<file path="config.mk">
export PLATFORM = sky130hd
export DESIGN_NAME = canrx_filter_select
export DESIGN_NICKNAME = d
export VERILOG_FILES = /design/src/rtl/canrx_filt_pkg.sv /design/src/rtl/canrx_filt_bank.sv /design/src/rtl/canrx_filt_match.sv /design/src/rtl/canrx_low_pick.sv /design/src/rtl/canrx_filter_select.sv
export SDC_FILE = /design/constraint.sdc
export NUM_CORES = 2
export LEC_CHECK = 0
export ABC_AREA = 0
export ABC_CLOCK_PERIOD_IN_PS = 3000
export BUFFER_PORTS_ARGS = -buffer_cell sky130_fd_sc_hd__buf_2
export CORE_MARGIN = 3
export CORE_UTILIZATION = 45
export DETAILED_ROUTE_END_ITERATION = 16
export GPL_ROUTABILITY_DRIVEN = 0
export PLACE_DENSITY_LB_ADDON = 0.15
export SLEW_MARGIN = 20
export SYNTH_ARGS = -nofsm -noshare
export SYNTH_HDL_FRONTEND = slang
export SYNTH_HIERARCHICAL = 1
export SYNTH_SLANG_ARGS = --single-unit
</file>
<file path="constraint.sdc">
create_clock -name clk -period 3 [get_ports clk]
set_input_delay 0.3 -clock clk [delete_from_list [all_inputs] [get_ports clk]]
set_output_delay 0.3 -clock clk [all_outputs]
set_load 0.02 [all_outputs]
</file>
<file path="src/rtl/canrx_filt_pkg.sv">
package canrx_filt_pkg;

    localparam int NBUF_DEF  = 16;
    localparam int ID_W_DEF  = 29;
    localparam int STD_W_DEF = 11;
    localparam int NMASK     = 2;

    typedef enum logic {
        KIND_STD = 1'b0,
        KIND_EXT = 1'b1
    } frame_kind_e;

    localparam logic MSEL_LOW  = 1'b0;
    localparam logic MSEL_HIGH = 1'b1;

endpackage

</file>
<file path="src/rtl/canrx_filt_bank.sv">
module canrx_filt_bank
    import canrx_filt_pkg::*;
#(
    parameter int NBUF  = NBUF_DEF,
    parameter int ID_W  = ID_W_DEF,
    parameter int IDX_W = $clog2(NBUF)
) (
    input  logic             clk,
    input  logic             rst,
    input  logic             id_wr_en,
    input  logic [IDX_W-1:0] id_wr_idx,
    input  logic [ID_W-1:0]  id_wr_code,
    input  logic             id_wr_ext,
    input  logic             msel_wr_en,
    input  logic [NBUF-1:0]  msel_wr_vec,
    input  logic             valid_wr_en,
    input  logic [NBUF-1:0]  valid_wr_vec,
    input  logic             mask_wr_en,
    input  logic             mask_wr_sel,
    input  logic [ID_W-1:0]  mask_wr_val,
    output logic [ID_W-1:0]  code_arr [NBUF],
    output logic [NBUF-1:0]  kind_vec,
    output logic [NBUF-1:0]  msel_vec,
    output logic [NBUF-1:0]  valid_vec,
    output logic [ID_W-1:0]  mask_arr [NMASK]
);

    // per-entry code and kind storage
    for (genvar g = 0; g < NBUF; g++) begin : g_entry
        always_ff @(posedge clk) begin
            if (rst) begin
                code_arr[g] <= '0;
                kind_vec[g] <= KIND_STD;
            end else if (id_wr_en && (id_wr_idx == IDX_W'(g))) begin
                code_arr[g] <= id_wr_code;
                kind_vec[g] <= id_wr_ext;
            end
        end
    end

    // shared mask registers
    for (genvar m = 0; m < NMASK; m++) begin : g_mask
        always_ff @(posedge clk) begin
            if (rst) begin
                mask_arr[m] <= '0;
            end else if (mask_wr_en && (mask_wr_sel == 1'(m))) begin
                mask_arr[m] <= mask_wr_val;
            end
        end
    end

    always_ff @(posedge clk) begin
        if (rst) begin
            msel_vec  <= {NBUF{MSEL_LOW}};
            valid_vec <= '0;
        end else begin
            if (msel_wr_en)  msel_vec  <= msel_wr_vec;
            if (valid_wr_en) valid_vec <= valid_wr_vec;
        end
    end

endmodule

</file>
<file path="src/rtl/canrx_filt_match.sv">
module canrx_filt_match
    import canrx_filt_pkg::*;
#(
    parameter int NBUF  = NBUF_DEF,
    parameter int ID_W  = ID_W_DEF,
    parameter int STD_W = STD_W_DEF
) (
    input  logic [ID_W-1:0] rx_id,
    input  logic            rx_ext,
    input  logic [ID_W-1:0] code_arr [NBUF],
    input  logic [NBUF-1:0] kind_vec,
    input  logic [NBUF-1:0] msel_vec,
    input  logic [NBUF-1:0] valid_vec,
    input  logic [ID_W-1:0] mask_arr [NMASK],
    output logic [NBUF-1:0] match_vec
);

    localparam logic [ID_W-1:0] EXT_WIN = '1;
    localparam logic [ID_W-1:0] STD_WIN = {{STD_W{1'b1}}, {(ID_W-STD_W){1'b0}}};

    logic [ID_W-1:0] window;
    assign window = (rx_ext == KIND_EXT) ? EXT_WIN : STD_WIN;

    for (genvar g = 0; g < NBUF; g++) begin : g_cmp
        logic [ID_W-1:0] sel_mask;
        logic [ID_W-1:0] care;
        logic            bits_ok;
        logic            kind_ok;

        always_comb begin
            sel_mask = (msel_vec[g] == MSEL_HIGH) ? mask_arr[1] : mask_arr[0];
            care     = ~sel_mask & window;
            bits_ok  = ((rx_id ^ code_arr[g]) & care) == '0;
            kind_ok  = (kind_vec[g] == rx_ext);
        end

        assign match_vec[g] = valid_vec[g] & kind_ok & bits_ok;
    end

endmodule

</file>
<file path="src/rtl/canrx_low_pick.sv">
module canrx_low_pick #(
    parameter int NBUF  = 16,
    parameter int IDX_W = $clog2(NBUF)
) (
    input  logic [NBUF-1:0]  req,
    output logic             found,
    output logic [IDX_W-1:0] idx
);

    // scan from the top down so the lowest request is the last one written
    always_comb begin
        found = 1'b0;
        idx   = '0;
        for (int i = NBUF - 1; i >= 0; i--) begin
            if (req[i]) begin
                found = 1'b1;
                idx   = IDX_W'(i);
            end
        end
    end

endmodule

</file>
<file path="src/rtl/canrx_filter_select.sv">
module canrx_filter_select
    import canrx_filt_pkg::*;
#(
    parameter int NBUF  = NBUF_DEF,
    parameter int ID_W  = ID_W_DEF,
    parameter int STD_W = STD_W_DEF,
    parameter int IDX_W = $clog2(NBUF)
) (
    input  logic             clk,
    input  logic             rst,
    input  logic             rx_strobe,
    input  logic [ID_W-1:0]  rx_id,
    input  logic             rx_ext,
    input  logic             id_wr_en,
    input  logic [IDX_W-1:0] id_wr_idx,
    input  logic [ID_W-1:0]  id_wr_code,
    input  logic             id_wr_ext,
    input  logic             msel_wr_en,
    input  logic [NBUF-1:0]  msel_wr_vec,
    input  logic             valid_wr_en,
    input  logic [NBUF-1:0]  valid_wr_vec,
    input  logic             mask_wr_en,
    input  logic             mask_wr_sel,
    input  logic [ID_W-1:0]  mask_wr_val,
    output logic             hit,
    output logic [IDX_W-1:0] hit_idx
);

    typedef struct packed {
        logic             hit;
        logic [IDX_W-1:0] idx;
    } pick_t;

    logic [ID_W-1:0] code_arr [NBUF];
    logic [NBUF-1:0] kind_vec;
    logic [NBUF-1:0] msel_vec;
    logic [NBUF-1:0] buf_valid;
    logic [ID_W-1:0] mask_arr [NMASK];
    logic [NBUF-1:0] match_vec;
    pick_t           pick_now;
    pick_t           pick_q;

    canrx_filt_bank #(.NBUF(NBUF), .ID_W(ID_W), .IDX_W(IDX_W)) u_bank (
        .clk          (clk),
        .rst          (rst),
        .id_wr_en     (id_wr_en),
        .id_wr_idx    (id_wr_idx),
        .id_wr_code   (id_wr_code),
        .id_wr_ext    (id_wr_ext),
        .msel_wr_en   (msel_wr_en),
        .msel_wr_vec  (msel_wr_vec),
        .valid_wr_en  (valid_wr_en),
        .valid_wr_vec (valid_wr_vec),
        .mask_wr_en   (mask_wr_en),
        .mask_wr_sel  (mask_wr_sel),
        .mask_wr_val  (mask_wr_val),
        .code_arr     (code_arr),
        .kind_vec     (kind_vec),
        .msel_vec     (msel_vec),
        .valid_vec    (buf_valid),
        .mask_arr     (mask_arr)
    );

    canrx_filt_match #(.NBUF(NBUF), .ID_W(ID_W), .STD_W(STD_W)) u_match (
        .rx_id     (rx_id),
        .rx_ext    (rx_ext),
        .code_arr  (code_arr),
        .kind_vec  (kind_vec),
        .msel_vec  (msel_vec),
        .valid_vec (buf_valid),
        .mask_arr  (mask_arr),
        .match_vec (match_vec)
    );

    canrx_low_pick #(.NBUF(NBUF), .IDX_W(IDX_W)) u_pick (
        .req   (match_vec),
        .found (pick_now.hit),
        .idx   (pick_now.idx)
    );

    // decision register: loaded only on a strobe, held otherwise
    always_ff @(posedge clk) begin
        if (rst) begin
            pick_q <= '0;
        end else if (rx_strobe) begin
            pick_q <= pick_now;
        end
    end

    assign hit     = pick_q.hit;
    assign hit_idx = pick_q.idx;

endmodule

</file>
==> run_results.csv <==
group,metric,value,unit
outcome,status,"complete, but fails checks",
outcome,failed_checks,"setup timing",
cts,cts_tree,"built",
timing,maxSlewHeadroom,0.331,
global_routing,grt_antenna_before_repair,8,
synth,synth-async-reset-ratio,0,
die,die_area,80000,µm²
timing,fin_skew,0.0169,ns
cts,cts_buffer_depth,3,
pwr,p_clk_frac,0.434,
detailed_routing,vias_per_cell,5.76,
layout,layout-drive-gt1-share,0.185,
detailed_routing,drtAntennaViolNets,0,
synth,seq_area_frac_synth,0.334,
timing,setup_tns,-0.0497,ns
die,start_util,0.459,
worst_setup_path,worstPathArrival,3.59,ns
worst_setup_path,worstSetupPathType,"reg -> reg",
detailed_routing,wl,129000,µm
timing,post-route-min-period,3.05,ns
worst_setup_path,crit_buf_inv,1,
detailed_routing,wl_per_cell,26.5,µm
worst_setup_path,path_max_fanout,6,
cts,clock_sinks,575,
pwr,combPwrFrac,0.157,
die,die_w,283,µm
job,max-cap-violations,0,
worst_setup_path,cpPeakStageDelay,0.48,ns
pwr,finalPower,19.4,mW
cts,cts_root_buf,"clkbuf_16",
pwr,peakVddDrop,0.368,mV
worst_setup_path,crit_slowest_cell,"or4_4",
pwr,p_sw,5.30,mW
placed_design,port_buffers,137,
timing,drv_slew,0,
placed_design,dp_hpwl,89800,µm
pwr,sw_frac_of_total,0.273,
detailed_routing,wl_met3,10100,µm
layout,synthToLayoutAreaGrowth,19.6,%
die,die_y,283,µm
timing,worst_pin_slew,1.00,ns
global_routing,grt_pass1_wl,188000,µm
global_routing,gr-total-overflow,0,
detailed_routing,met1_length,58900,µm
detailed_routing,vias,28000,
detailed_routing,wl_met2,55900,µm
synth,synth.avg_cell_area,9.73,µm²
global_routing,grt_use_total,0.314,
layout,nets,3915,
detailed_routing,dr.pass1.iters,5,
worst_setup_path,end_kind,"register",
worst_setup_path,crit_family,"compound AO/OA/AOI/OAI gates",
cts,path_clk_slew,0.06,ns
synth,synth_flop_cell,"dfxtp_1",
global_routing,grt_pass1_vias,28200,
synth,syn_area,34500,µm²
timing,rsz0062_at_grt,"true",
pwr,power.internal,14.1,mW
detailed_routing,drc,0,
synth,synth.net_count,3680,
detailed_routing,drt_iter0_drc,2837,
global_routing,grt_max_degree,157,
detailed_routing,top_layer,"met5",
timing,timing.final.crit_share,1.02,
synth,yosys_warnings,6,
synth,ys_ff_latch,575,
placed_design,dpl_cell_area,38100,µm²
synth,ys_types,43,
synth,postSynthCellCount,3547,
pwr,leakage,18.7,nW
worst_setup_path,path_cells,"buf_6, mux2i_1, a22oi_2, nand3_1, or4_4, a2111oi_4, a21oi_1, o311a_2, o22ai_1, mux2i_1, nor2_1",
layout,fin_util,0.549,
layout,final_area,41300,µm²
die,coreArea,75200,µm²
die,pin_count,138,
timing,fmax,0.328,GHz
cts,htree_levels,3,
worst_setup_path,start_kind,"register",
die,rows,100,
worst_setup_path,cp.required,3.54,ns
timing,setup_viol,1,
timing,finalHoldViolations,0,
cts,clk_latency,0.61,ns
pwr,seq_power_share,0.409,
layout,fillCellCount,6650,
pwr,powerDensity,470,nW/µm²
timing,fin_ws,-0.0497,ns
worst_hold_path,min_path_type,"in -> reg",
cts,cts-buffers-inserted,67,
synth,synth_edf_count,0,
worst_setup_path,crit_top_cell,"mux2i_1",
cell usage in the layout (no fill, tap or decap), types with 3 or more instances in the layout:
cell,instances
a2111oi_2,6
a2111oi_4,9
a21oi_1,61
a221oi_1,19
a221oi_2,5
a22oi_1,162
a22oi_2,14
and2_1,3
and3_1,7
buf_12,87
buf_2,136
buf_4,240
buf_6,8
bufinv_16,5
clkbuf_1,21
clkbuf_16,71
clkbuf_8,10
clkinv_2,10
dfxtp_1,550
dfxtp_2,19
dfxtp_4,6
diode_2,4
dlygate4sd3_1,61
inv_1,3
mux2_2,48
mux2i_1,933
nand2_1,194
nand2_2,11
nand2b_1,511
nand3_1,9
nand3_2,4
nand4_1,25
nor2_1,44
o22ai_1,25
or4_1,4
or4_4,4
xnor2_1,64
xor2_1,416
timing repair:
item | CTS | global route
resized for setup | 35 | 35
endpoints found under the setup margin | 5 | 5
endpoints found under the hold margin | 90 | 0
pin swaps | 3 | 6
cloned | 0 | 0
buffers inserted | 1 | 3
hold buffers | 61 | 0
final timing paths:
path,startpoint,to,slack (ns),cells past startpoint
worst max-delay path,u_bank/msel_vec[13],hit_idx[0],-0.05,11
worst min-delay path,rx_strobe,hit_idx[1],0.12,3
worst max register to register,u_bank/msel_vec[13],hit_idx[0],-0.05,11
worst min register to register,u_bank/code_arr[144],u_bank/code_arr[144],0.49,2
synth_stat cells (2+ instances only):
master	count	share of area
dfxtp_1	575	0.33
mux2_2	48	0.016
or4_1	7	0.0015
and3b_1	2	0.00051
a22oi_1	174	0.038
buf_4	59	0.013
clkbuf_1	118	0.013
o22ai_1	25	0.0045
nor2_1	44	0.0048
a2111oi_2	7	0.0030
a2111oi_0	8	0.0020
nand2_1	203	0.022
nor3_1	2	0.00029
nand2_2	2	0.00036
inv_1	3	0.00033
and2_1	4	0.00073
and3_1	10	0.0018
nand4_1	25	0.0045
nand3_1	13	0.0019
buf_1	4	0.00044
xnor2_1	64	0.016
xor2_1	416	0.11
buf_2	157	0.023
nor2b_1	3	0.00054
nand2b_1	511	0.093
a21oi_1	62	0.0090
mux2i_1	933	0.27
a221oi_1	24	0.0061
buf_6	28	0.0091
nor4_2	2	0.00073
a22oi_2	2	0.00073
worst register-to-register path, cell delays in order (launching register included):
cell       delay, ns
dfxtp_2         0.46
buf_6           0.21
mux2i_1         0.11
a22oi_2         0.29
nand3_1         0.16
or4_4           0.48
a2111oi_4       0.43
a21oi_1         0.08
o311a_2         0.35
o22ai_1         0.20
mux2i_1         0.12
nor2_1          0.09
kinds of logic after synthesis:
kind of cell	count (synthesis)	synth area share
buffers and inverters	370	0.0588
xor gates and xnor gates	480	0.122
and+or+nand+nor	834	0.134
muxes	981	0.286
DFF	575	0.334
AOI/OAI and AO/OA	307	0.0650
cell type report:
cell class                      count  area, µm²  area share
Tap cell                         1020       1280      0.0309
Clock inverter                     17        216     0.00525
Inverter                            3       11.3    0.000273
Timing Repair Buffer              533       4940       0.120
Antenna cell                        4       10.0    0.000243
Clock buffer                      102       1990      0.0483
Multi-Input combinational cell   2602      21300       0.515
Sequential cell                   575      11600       0.280
layer usage:
layer	track usage	up-vias
li1	-	12600
met4	0.102	6
met3	0.0564	214
met5	0	-
met2	0.483	1130
met1	0.445	14000
power groups by stage:
stage / Combinational [mW] / Sequential [mW] / Clock [mW]
after global placement: 2.85 / 8.09 / 0
after floorplan: 1.73 / 8.05 / 0
after CTS: 2.97 / 7.93 / 8.52
after global routing: 3.18 / 7.94 / 8.82
final: 3.05 / 7.93 / 8.42
after detailed placement: 2.88 / 8.10 / 0
sequential cells by signal, indices dropped and copies added (netlist names):
name / cells
u_bank/msel_vec: 16
u_bank/mask_arr: 58
u_bank/kind_vec: 16
hit: 1
hit_idx: 4
u_bank/code_arr: 464
u_bank/valid_vec: 16
per-stage QoR:
stage	hold slack (ns)	worst slack, ns	std cells
finish	0.119	-0.0497	4856
global route	0.120	-0.119	4853
CTS	0.0860	-0.00352	4851
detailed placement	0.473	-0.425	4670
global placement	0.469	-0.368	4670
floorplan	0.372	0.252	3547
No activity file was read; power rests on OpenSTA's default activity.
